## config.mk

```make
export PLATFORM = sky130hd
export DESIGN_NAME = mcyc_ctrl
export DESIGN_NICKNAME = d
export VERILOG_FILES = /design/src/rtl/mcc_pkg.sv /design/src/rtl/mcc_decode.sv /design/src/rtl/mcc_next.sv /design/src/rtl/mcc_outs.sv /design/src/rtl/mcyc_ctrl.sv
export SDC_FILE = /design/constraint.sdc
export NUM_CORES = 1
export LEC_CHECK = 0
export BUFFER_PORTS_ARGS = -buffer_cell sky130_fd_sc_hd__clkbuf_2
export CORE_UTILIZATION = 54
export DETAILED_ROUTE_END_ITERATION = 16
export HOLD_SLACK_MARGIN = 0.03
export PLACE_DENSITY = 0.87
export SYNTH_ARGS = -nofsm -noshare
export SYNTH_HDL_FRONTEND = slang
export SYNTH_SLANG_ARGS = --single-unit
```

## constraint.sdc

```tcl
create_clock -name clk -period 7.65 [get_ports clk]
set_input_delay 1.53 -clock clk [delete_from_list [all_inputs] [get_ports clk]]
set_output_delay 1.53 -clock clk [all_outputs]
set_load 0.05 [all_outputs]
```

## src/rtl/mcc_pkg.sv

```systemverilog
`timescale 1ns/1ps
package mcc_pkg;
  localparam int OPW = 6;
  localparam int STW = 4;

  typedef enum logic [STW-1:0] {
    ST_FETCH  = 4'd0,
    ST_DECODE = 4'd1,
    ST_ADDR   = 4'd2,
    ST_LDRD   = 4'd3,
    ST_LDWB   = 4'd4,
    ST_XFER   = 4'd5,
    ST_STWR   = 4'd6,
    ST_EXEC   = 4'd7,
    ST_WBACK  = 4'd8,
    ST_OVF    = 4'd9,
    ST_ILL    = 4'd10
  } st_e;

  typedef enum logic [4:0] {
    OP_ADD, OP_SUB, OP_SLT, OP_AND, OP_OR, OP_XOR, OP_NOR,
    OP_LUI, OP_ADDI, OP_SLTI, OP_ANDI, OP_ORI, OP_XORI,
    OP_LW, OP_SW, OP_BLTZ, OP_BEQ, OP_BNE,
    OP_J, OP_JAL, OP_JR, OP_SYS, OP_BAD
  } op_e;

  typedef enum logic [2:0] {
    C_ALUR, C_ALUI, C_LOAD, C_STORE, C_BRANCH, C_JUMP, C_BAD
  } cls_e;

  localparam logic [1:0] FC_LUI = 2'd0, FC_SLT = 2'd1, FC_ARITH = 2'd2, FC_LOGIC = 2'd3;
  localparam logic [1:0] PCS_JUMP = 2'd0, PCS_XREG = 2'd1, PCS_ZREG = 2'd2, PCS_ALU = 2'd3;
  localparam logic [1:0] SY_FOUR = 2'd0, SY_YREG = 2'd1, SY_IMM = 2'd2, SY_IMM4 = 2'd3;
  localparam logic [1:0] RD_RT = 2'd0, RD_RD = 2'd1, RD_R31 = 2'd2;
  localparam logic [1:0] RIS_DATA = 2'd0, RIS_Z = 2'd1, RIS_PC = 2'd2;

  typedef struct packed {
    logic       add_sub;
    logic [1:0] logic_fn;
    logic [1:0] fn_class;
  } alu_t;

  typedef struct packed {
    logic       pc_we;
    logic [1:0] pc_src;
    logic       jump_sel;
    logic       epc_we;
    logic       inst_data;
    logic       mem_rd;
    logic       mem_wr;
    logic       ir_we;
    logic       reg_we;
    logic [1:0] reg_dst;
    logic [1:0] reg_in_src;
    logic       alu_src_x;
    logic [1:0] alu_src_y;
    alu_t       alu;
  } ctl_t;

  function automatic op_e decode_op(input logic [OPW-1:0] opc, input logic [OPW-1:0] fn);
    op_e r;
    case (opc)
      6'd0: begin
        case (fn)
          6'd32:   r = OP_ADD;
          6'd34:   r = OP_SUB;
          6'd42:   r = OP_SLT;
          6'd36:   r = OP_AND;
          6'd37:   r = OP_OR;
          6'd38:   r = OP_XOR;
          6'd39:   r = OP_NOR;
          6'd8:    r = OP_JR;
          6'd12:   r = OP_SYS;
          default: r = OP_BAD;
        endcase
      end
      6'd1:    r = OP_BLTZ;
      6'd2:    r = OP_J;
      6'd3:    r = OP_JAL;
      6'd4:    r = OP_BEQ;
      6'd5:    r = OP_BNE;
      6'd8:    r = OP_ADDI;
      6'd10:   r = OP_SLTI;
      6'd12:   r = OP_ANDI;
      6'd13:   r = OP_ORI;
      6'd14:   r = OP_XORI;
      6'd15:   r = OP_LUI;
      6'd35:   r = OP_LW;
      6'd43:   r = OP_SW;
      default: r = OP_BAD;
    endcase
    return r;
  endfunction

  function automatic cls_e class_of(input op_e op);
    case (op)
      OP_ADD, OP_SUB, OP_SLT, OP_AND, OP_OR, OP_XOR, OP_NOR: return C_ALUR;
      OP_LUI, OP_ADDI, OP_SLTI, OP_ANDI, OP_ORI, OP_XORI:    return C_ALUI;
      OP_LW:                                                 return C_LOAD;
      OP_SW:                                                 return C_STORE;
      OP_BLTZ, OP_BEQ, OP_BNE:                               return C_BRANCH;
      OP_J, OP_JAL, OP_JR, OP_SYS:                           return C_JUMP;
      default:                                               return C_BAD;
    endcase
  endfunction

  function automatic alu_t alu_of(input op_e op);
    alu_t a;
    a = '{add_sub: 1'b0, logic_fn: 2'd0, fn_class: FC_ARITH};
    case (op)
      OP_SUB:          a.add_sub = 1'b1;
      OP_SLT, OP_SLTI: begin a.add_sub = 1'b1; a.fn_class = FC_SLT; end
      OP_AND, OP_ANDI: begin a.fn_class = FC_LOGIC; a.logic_fn = 2'd0; end
      OP_OR,  OP_ORI:  begin a.fn_class = FC_LOGIC; a.logic_fn = 2'd1; end
      OP_XOR, OP_XORI: begin a.fn_class = FC_LOGIC; a.logic_fn = 2'd2; end
      OP_NOR:          begin a.fn_class = FC_LOGIC; a.logic_fn = 2'd3; end
      OP_LUI:          a.fn_class = FC_LUI;
      default:         a.fn_class = FC_ARITH;
    endcase
    return a;
  endfunction

  function automatic logic traps_on_ovf(input op_e op);
    return (op == OP_ADD) || (op == OP_SUB) || (op == OP_ADDI);
  endfunction

  function automatic logic branch_cond(input op_e op, input logic zero, input logic msb);
    case (op)
      OP_BEQ:  return zero;
      OP_BNE:  return !zero;
      OP_BLTZ: return msb;
      default: return 1'b0;
    endcase
  endfunction
endpackage

```

## src/rtl/mcc_decode.sv

```systemverilog
`timescale 1ns/1ps
module mcc_decode
  import mcc_pkg::*;
(
  input  logic [OPW-1:0] opcode,
  input  logic [OPW-1:0] funct,
  input  logic           bad_op,
  output op_e            op,
  output cls_e           cls,
  output logic           illegal
);
  always_comb begin
    op      = decode_op(opcode, funct);
    cls     = class_of(op);
    illegal = bad_op || (cls == C_BAD);
  end
endmodule

```

## src/rtl/mcc_next.sv

```systemverilog
`timescale 1ns/1ps
module mcc_next
  import mcc_pkg::*;
(
  input  st_e  state,
  input  cls_e cls,
  input  logic ovf_trap,
  input  logic ill_trap,
  output st_e  state_nx
);
  always_comb begin
    case (state)
      ST_FETCH:  state_nx = ST_DECODE;
      ST_DECODE: begin
        if (ill_trap) state_nx = ST_ILL;
        else begin
          case (cls)
            C_ALUR, C_ALUI:    state_nx = ST_EXEC;
            C_LOAD, C_STORE:   state_nx = ST_ADDR;
            C_BRANCH, C_JUMP:  state_nx = ST_XFER;
            default:           state_nx = ST_ILL;
          endcase
        end
      end
      ST_ADDR:  state_nx = (cls == C_LOAD) ? ST_LDRD : ST_STWR;
      ST_LDRD:  state_nx = ST_LDWB;
      ST_EXEC:  state_nx = ovf_trap ? ST_OVF : ST_WBACK;
      default:  state_nx = ST_FETCH;
    endcase
  end
endmodule

```

## src/rtl/mcc_outs.sv

```systemverilog
`timescale 1ns/1ps
module mcc_outs
  import mcc_pkg::*;
(
  input  st_e  state,
  input  op_e  op,
  input  cls_e cls,
  input  logic br_taken,
  output ctl_t ctl
);
  always_comb begin
    ctl = '0;
    ctl.alu.fn_class = FC_ARITH;
    case (state)
      ST_FETCH: begin
        ctl.mem_rd = 1'b1;
        ctl.ir_we  = 1'b1;
        ctl.pc_src = PCS_ALU;
        ctl.pc_we  = 1'b1;
      end
      ST_DECODE: ctl.alu_src_y = SY_IMM4;
      ST_ADDR: begin
        ctl.alu_src_x = 1'b1;
        ctl.alu_src_y = SY_IMM;
      end
      ST_LDRD: begin
        ctl.inst_data = 1'b1;
        ctl.mem_rd    = 1'b1;
      end
      ST_LDWB: begin
        ctl.reg_we     = 1'b1;
        ctl.reg_dst    = RD_RT;
        ctl.reg_in_src = RIS_DATA;
      end
      ST_XFER: begin
        ctl.alu_src_x   = 1'b1;
        ctl.alu_src_y   = SY_YREG;
        ctl.alu.add_sub = 1'b1;
        case (op)
          OP_BLTZ, OP_BEQ, OP_BNE: begin
            ctl.pc_src = PCS_ZREG;
            ctl.pc_we  = br_taken;
          end
          OP_J: ctl.pc_we = 1'b1;
          OP_JAL: begin
            ctl.pc_we      = 1'b1;
            ctl.reg_we     = 1'b1;
            ctl.reg_dst    = RD_R31;
            ctl.reg_in_src = RIS_PC;
          end
          OP_JR: begin
            ctl.pc_src = PCS_XREG;
            ctl.pc_we  = 1'b1;
          end
          OP_SYS: begin
            ctl.jump_sel = 1'b1;
            ctl.pc_we    = 1'b1;
          end
          default: ctl.pc_we = 1'b0;
        endcase
      end
      ST_STWR: begin
        ctl.inst_data = 1'b1;
        ctl.mem_wr    = 1'b1;
      end
      ST_EXEC: begin
        ctl.alu_src_x = 1'b1;
        ctl.alu_src_y = (cls == C_ALUI) ? SY_IMM : SY_YREG;
        ctl.alu       = alu_of(op);
      end
      ST_WBACK: begin
        ctl.reg_we     = 1'b1;
        ctl.reg_dst    = (cls == C_ALUR) ? RD_RD : RD_RT;
        ctl.reg_in_src = RIS_Z;
      end
      ST_OVF, ST_ILL: begin
        ctl.epc_we   = 1'b1;
        ctl.jump_sel = 1'b1;
        ctl.pc_src   = PCS_JUMP;
        ctl.pc_we    = 1'b1;
      end
      default: ctl.pc_we = 1'b0;
    endcase
  end
endmodule

```

## src/rtl/mcyc_ctrl.sv

```systemverilog
`timescale 1ns/1ps
module mcyc_ctrl
  import mcc_pkg::*;
(
  input  logic           clk,
  input  logic           rst_n,
  input  logic [OPW-1:0] opcode_i,
  input  logic [OPW-1:0] funct_i,
  input  logic           alu_zero_i,
  input  logic           alu_msb_i,
  input  logic           alu_ovf_i,
  input  logic           bad_op_i,
  output logic [STW-1:0] state_o,
  output logic           pc_we_o,
  output logic [1:0]     pc_src_o,
  output logic           jump_sel_o,
  output logic           epc_we_o,
  output logic           inst_data_o,
  output logic           mem_rd_o,
  output logic           mem_wr_o,
  output logic           ir_we_o,
  output logic           reg_we_o,
  output logic [1:0]     reg_dst_o,
  output logic [1:0]     reg_in_src_o,
  output logic           alu_src_x_o,
  output logic [1:0]     alu_src_y_o,
  output logic           add_sub_o,
  output logic [1:0]     logic_fn_o,
  output logic [1:0]     fn_class_o
);
  st_e  state_q, state_d;
  op_e  op;
  cls_e cls;
  logic illegal;
  ctl_t ctl;

  // named events for the checker
  logic ovf_trap, ill_trap, br_taken;

  mcc_decode u_dec (
    .opcode (opcode_i),
    .funct  (funct_i),
    .bad_op (bad_op_i),
    .op     (op),
    .cls    (cls),
    .illegal(illegal)
  );

  assign ovf_trap = (state_q == ST_EXEC) && alu_ovf_i && traps_on_ovf(op);
  assign ill_trap = (state_q == ST_DECODE) && illegal;
  assign br_taken = branch_cond(op, alu_zero_i, alu_msb_i);

  mcc_next u_nxt (
    .state   (state_q),
    .cls     (cls),
    .ovf_trap(ovf_trap),
    .ill_trap(ill_trap),
    .state_nx(state_d)
  );

  mcc_outs u_out (
    .state   (state_q),
    .op      (op),
    .cls     (cls),
    .br_taken(br_taken),
    .ctl     (ctl)
  );

  always_ff @(posedge clk or negedge rst_n) begin
    if (!rst_n) state_q <= ST_FETCH;
    else        state_q <= state_d;
  end

  assign state_o      = state_q;
  assign pc_we_o      = ctl.pc_we;
  assign pc_src_o     = ctl.pc_src;
  assign jump_sel_o   = ctl.jump_sel;
  assign epc_we_o     = ctl.epc_we;
  assign inst_data_o  = ctl.inst_data;
  assign mem_rd_o     = ctl.mem_rd;
  assign mem_wr_o     = ctl.mem_wr;
  assign ir_we_o      = ctl.ir_we;
  assign reg_we_o     = ctl.reg_we;
  assign reg_dst_o    = ctl.reg_dst;
  assign reg_in_src_o = ctl.reg_in_src;
  assign alu_src_x_o  = ctl.alu_src_x;
  assign alu_src_y_o  = ctl.alu_src_y;
  assign add_sub_o    = ctl.alu.add_sub;
  assign logic_fn_o   = ctl.alu.logic_fn;
  assign fn_class_o   = ctl.alu.fn_class;
endmodule

```

Word level (Yosys, flattened, before mapping). Memories as Yosys holds them, arrays and structs flattened. Index checks and enable logic that the tools add are counted.

$add $sub $neg: 0. Multipliers: 0. Divide/modulo/power cells: 0. Order comparisons: 0. Equal/unequal tests: 57. Shift-type cells: 0. Multiplexer cells: 30. Bitwise operators: 0. Reductions and logical operators: 26.

Operators by type and width (count): $pmux 5 s14 (1); $eq 6x6->1 const B (9); $eq 6x4->1 const B (8); $pmux 5 s9 (1); $eq 5x4->1 const B (6); $eq 5x5->1 const B (6); $eq 5x3->1 const B (4); $pmux 4 s5 (1); $reduce_or 2->1 (9); $eq 4x3->1 const B (4); $pmux 5 s3 (1); $eq 4x4->1 const B (3); $eq 6x2->1 const B (2); $eq 6x3->1 const B (2); $pmux 2 s3 (2); $pmux 4 s3 (1); $reduce_or 3->1 (4); $eq 5x2->1 const B (2); $mux 1 (10); $eq 3x3->1 const B (3); $eq 4x2->1 const B (2); $mux 4 (2); $pmux 1 s2 (4); $pmux 2 s2 (2); 19 further kinds (24).

Flip-flop bits (word level): 4. Latch bits: 0. Bits in writable memories: 0. ROM bits: 96. Input bits: 18. Word-level logic and storage cells: 115. Memories kept: 1.

Memories: (no name shown) (depth 32, bits a word 3, rd ports 1, clocked after memory_dff 0, wr ports 0, RTL line mcc_pkg.sv:96) `case (op)`.

Depth between registers and ports, before layout.
Depth in word-level cells: 9. Gate-level depth with buffers: 13. Depth with buffers taken out: 12.

Modules after synthesis. A second synthesis with hierarchy kept.

Cell total of the unflattened synthesis: 179. Area total of the unflattened synthesis: 1234.9 um2.

Modules (own cells, without submodules): mcc_outs (instances 1, cells an instance 74, area an instance 484.2 um2); mcc_decode (instances 1, cells an instance 71, area an instance 447.9 um2); mcyc_ctrl (instances 1, cells an instance 15, area an instance 176.4 um2); mcc_next (instances 1, cells an instance 19, area an instance 126.4 um2).

Worst setup path before layout. OpenSTA, ideal clock, no wires.

Path type: input port to output port. From: in opcode_i[5]. To: out logic_fn_o[1]. Arrival time: 4.907 ns. Path slack: 1.213 ns. Stages: 11. Cells stage by stage: buf_6 -> or2_1 -> or4_4 -> or3b_1 -> and2_4 -> clkinv_4 -> ha_1 -> clkbuf_1 -> or2_2 -> nor2_1 -> nor4_1.

Cells in the longest elaborated chain, start to end: 6. Elaborated cells on any way between the ends: 24.

RTL lines: start: declaration (RTL line mcyc_ctrl.sv:7) `input logic [OPW-1:0] opcode_i,`; $eq 6x6->1, or another cell as far along (RTL line mcc_pkg.sv:62) `case (opc)`; $pmux 5 s14 (*) (RTL line mcc_pkg.sv:62); $eq 5x3->1 / $eq 5x4->1 (equally long branches) (RTL line mcc_pkg.sv:110) `case (op)`; $reduce_or 2->1; $pmux 2 s3 (*) (RTL line mcc_pkg.sv:110); $mux 4 (*) (RTL line mcc_outs.sv:14) `case (state)`; end: declaration (RTL line mcyc_ctrl.sv:28) `output logic [1:0] logic_fn_o,`.

Mark *: on every way between the ends. The rest lies on a longest branch, timed or not.

Final worst setup path.
From: in opcode_i[5]. To: out pc_we_o.

Cells in the longest elaborated chain, start to end: 6. Elaborated cells on any way between the ends: 27.

RTL lines: $eq 6x6->1, or another cell as far along (RTL line mcc_pkg.sv:62); $pmux 5 s14 (*) (RTL line mcc_pkg.sv:62); $eq 5x4->1, or another cell as far along (RTL line mcc_pkg.sv:128, mcc_outs.sv:39); $pmux 1 s3, or another cell as far along (RTL line mcc_pkg.sv:128) `case (op)`; $pmux 1 s2 (*) (RTL line mcc_outs.sv:39) `case (op)`; $pmux 1 s2 (*) (RTL line mcc_outs.sv:14); end: declaration (RTL line mcyc_ctrl.sv:14) `output logic pc_we_o,`.

Marks and branches as above.

==> impl_metrics.ini <==
[run_status]
status = finished clean

[critical_path]
cp-start-kind = input pin
crit_type = in -> out
crit_fanout = 10
reg2reg_setup_slack_ps = 5830
max_stage_delay_ps = 430
reg2regPathDepth = 5
crit_slowest_cell = or4_4
startpoint = opcode_i[5]
crit_required_ps = 6120
worstSetupEndpointType = output port
r2r_start = state_o[2]$_DFF_PN0_
crit_arrival_ps = 4380
crit_path_frequent_cell = clkbuf_2
crit_chain = clkbuf_2, or2_1, or4_4, or3b_1, and2_4, clkinv_4, ha_1, inv_1, nor2_1, a32o_1, a21o_1, clkbuf_2
reg2reg_to = state_o[0]$_DFF_PN0_

[placed_design]
pre_cts_ws_ps = 1788
place.gp.congestion = 0.9342
port_buffers = 43
post-place-cells = 228
dpl_cell_area_um2 = 1363
dp_hpwl_mm = 2.400

[layout]
stdcell_area_um2 = 1385
diodes = 0
final_cells = 231
nFillCells = 179
post-route-util_pct = 69.19
area_delta_synth_final_pct = 17.52
layout-drive-gt1-share_pct = 30.88
largest_reg_flops = 4
layout.nets = 229

[global_route]
grt_overflow = 0
grt_max_degree = 15
grt_pass1_vias = 1279
antenna_found_initial = 0
gr-usage-all-layers_pct = 27.40
grt_pass1_wl_mm = 5.347

[power_and_ir_drop]
seq_power_share_pct = 12.6
power_switching_mw = 0.3322
leakagePower_nw = 0.6413
vdd_drop_max_uv = 307.2
internal_power_mw = 0.1487
power_switching_share_pct = 69.08
cellPowerDensity_nw_per_um2 = 347.2
p_comb_share_pct = 82.0
p_clk_share_pct = 5.4
power_mw = 0.4809

[synthesis]
ys_warn_count = 0
netlist_instances = 171
yosysTopAreaCell = dfrtp_1
async_reset_ff_share_pct = 100.0
synthDistinctLibCells = 60
syn_area_um2 = 1179
ys_top_cells_by_count = 17 x nor2_1, 12 x a21oi_1, 11 x nand2_1, 11 x o21ai_0, 8 x nand2b_1
synth_most_common_cell = nor2_1
synth_seq_area_share_pct = 8.493
ys_seq_elements = 4
synth_top_area_share_pct = 8.493
synth_nets = 194
synth_edf_count = 0
yosys-top-cells-area = dfrtp_1 8.5%, nor2_1 5.4%, ha_1 5.3%
avgSynthCellArea_um2 = 6.893
synth_flop_cell = dfrtp_1

[routing]
drtIter0Drc = 61
viasPerCell = 6.281
wl_mm = 3.171
num_vias = 1451
dr.pass1.iters = 4
route.antenna.remaining_nets = 0
drc_errors = 0
wl_per_cell_um = 13.73

[worst_hold_path]
min_to = state_o[2]$_DFF_PN0_
hold_path_class = reg -> reg
hold-path-cell-count = 2
min_from = state_o[3]$_DFF_PN0_

[timing]
fmax_mhz = 169.1
post-route-period-util_pct = 77.31
tightestPinTransition_ps = 579.1
drv_slew = 0
hold_ws_ps = 804.6
fin_crit_ps = 5914
setup_ws_ps = 1736
fin_tns_setup_ps = 0
rsz0062_at_grt = no
skew_ps = 1.251
setup_viol = 0
max_slew_margin_pct = 61.40
hold_viol = 0

[cts]
cts_buffers = 3
clockBufferDepth = 2
clk_pin_slew_ps = 40
ctsResizeCount = 0
cts.sinks = 4
h-tree-depth = 1
clock-root-buffer = clkbuf_4
cts_tree = done
post-cts-setup-buffer-count = 0
postCtsHoldBufs = 0
clkLatencyLatePin_ps = 230

[floorplanning]
fp.dieW_um = 48.72
core_area_um2 = 2002
dieHeight_um = 48.72
rows = 16
io_pins = 44
dieArea_um2 = 2374
start_util_pct = 58.87

[run]
maxCapViolations = 0
[cells by family after synthesis]
group           share of synthesized area, %
buf+inv                                8.811
xor+xnor                               1.486
compound gates                         37.37
fa+ha+maj                              5.308
flops                                  8.493
mux                                    1.699
simple gates                           36.84
[power groups by stage]
stage / sequential (mW) / combinational [mW] / clock, mW
2_1_floorplan: 0.0694 / 0.304 / 0
3_3_place_gp: 0.0591 / 0.385 / 0
3_5_place_dp: 0.0602 / 0.390 / 0
4_1_cts: 0.0600 / 0.392 / 0.0271
5_1_grt: 0.0638 / 0.416 / 0.0285
6_report: 0.0608 / 0.394 / 0.0258
[worst max-delay path: cells and delay by family]
family          cells  cell delay [ps]
simple gates        5             1540
buf+inv             4              630
fa+ha+maj           1              360
compound gates      2              320
[final cells by class]
cell class                      count  area, um2  share of cell area [%]
Multi-Input combinational cell    145      974.7                   70.37
Inverter                            9      38.79                   2.800
Tap cell                           27      33.78                   2.439
Clock buffer                        3      22.52                   1.626
Sequential cell                     4      100.1                   7.227
Timing Repair Buffer               43      215.2                   15.54
[layer usage]
| metal | GRT usage, % | vias up | part of all wire, % |
|---|---|---|---|
| met4 | 11.76 | 0 | 2.5 |
| met3 | 2.201 | 10 | 6.7 |
| li1 | - | 704 | - |
| met2 | 47.22 | 78 | 48 |
| met5 | 0 | - | 0 |
| met1 | 34.60 | 659 | 43 |
[layout by cell type, fill, tap and decap left out, types with 2 or more instances in the layout]
cell type / n
dfrtp_1: 4
nand3_1: 4
nand2b_1: 8
a221o_2: 2
nand2_1: 11
mux2i_1: 2
nor2b_1: 3
a21boi_0: 2
a21oi_1: 12
inv_1: 7
o211ai_1: 2
nor4_1: 2
or3_1: 3
o32ai_1: 2
nand3b_1: 3
nor3b_1: 2
o21ai_0: 11
or2_2: 4
and3_1: 3
clkbuf_4: 3
a22o_1: 3
a21o_1: 5
clkbuf_2: 43
nor2_1: 17
nor3_1: 7
ha_1: 5
a31oi_1: 3
o22ai_1: 2
[worst max path at each step]
stage / endpoint / slack, ps / depth (start not counted)
6_report: pc_we_o / 1740 / 12
5_1_grt: pc_src_o[1] / 1580 / 13
4_1_cts: pc_src_o[1] / 1770 / 13
3_5_place_dp: pc_src_o[1] / 1790 / 13
3_3_place_gp: pc_we_o / 1850 / 12
2_1_floorplan: logic_fn_o[1] / 1210 / 11
Power figures use the tool's default switching activity.
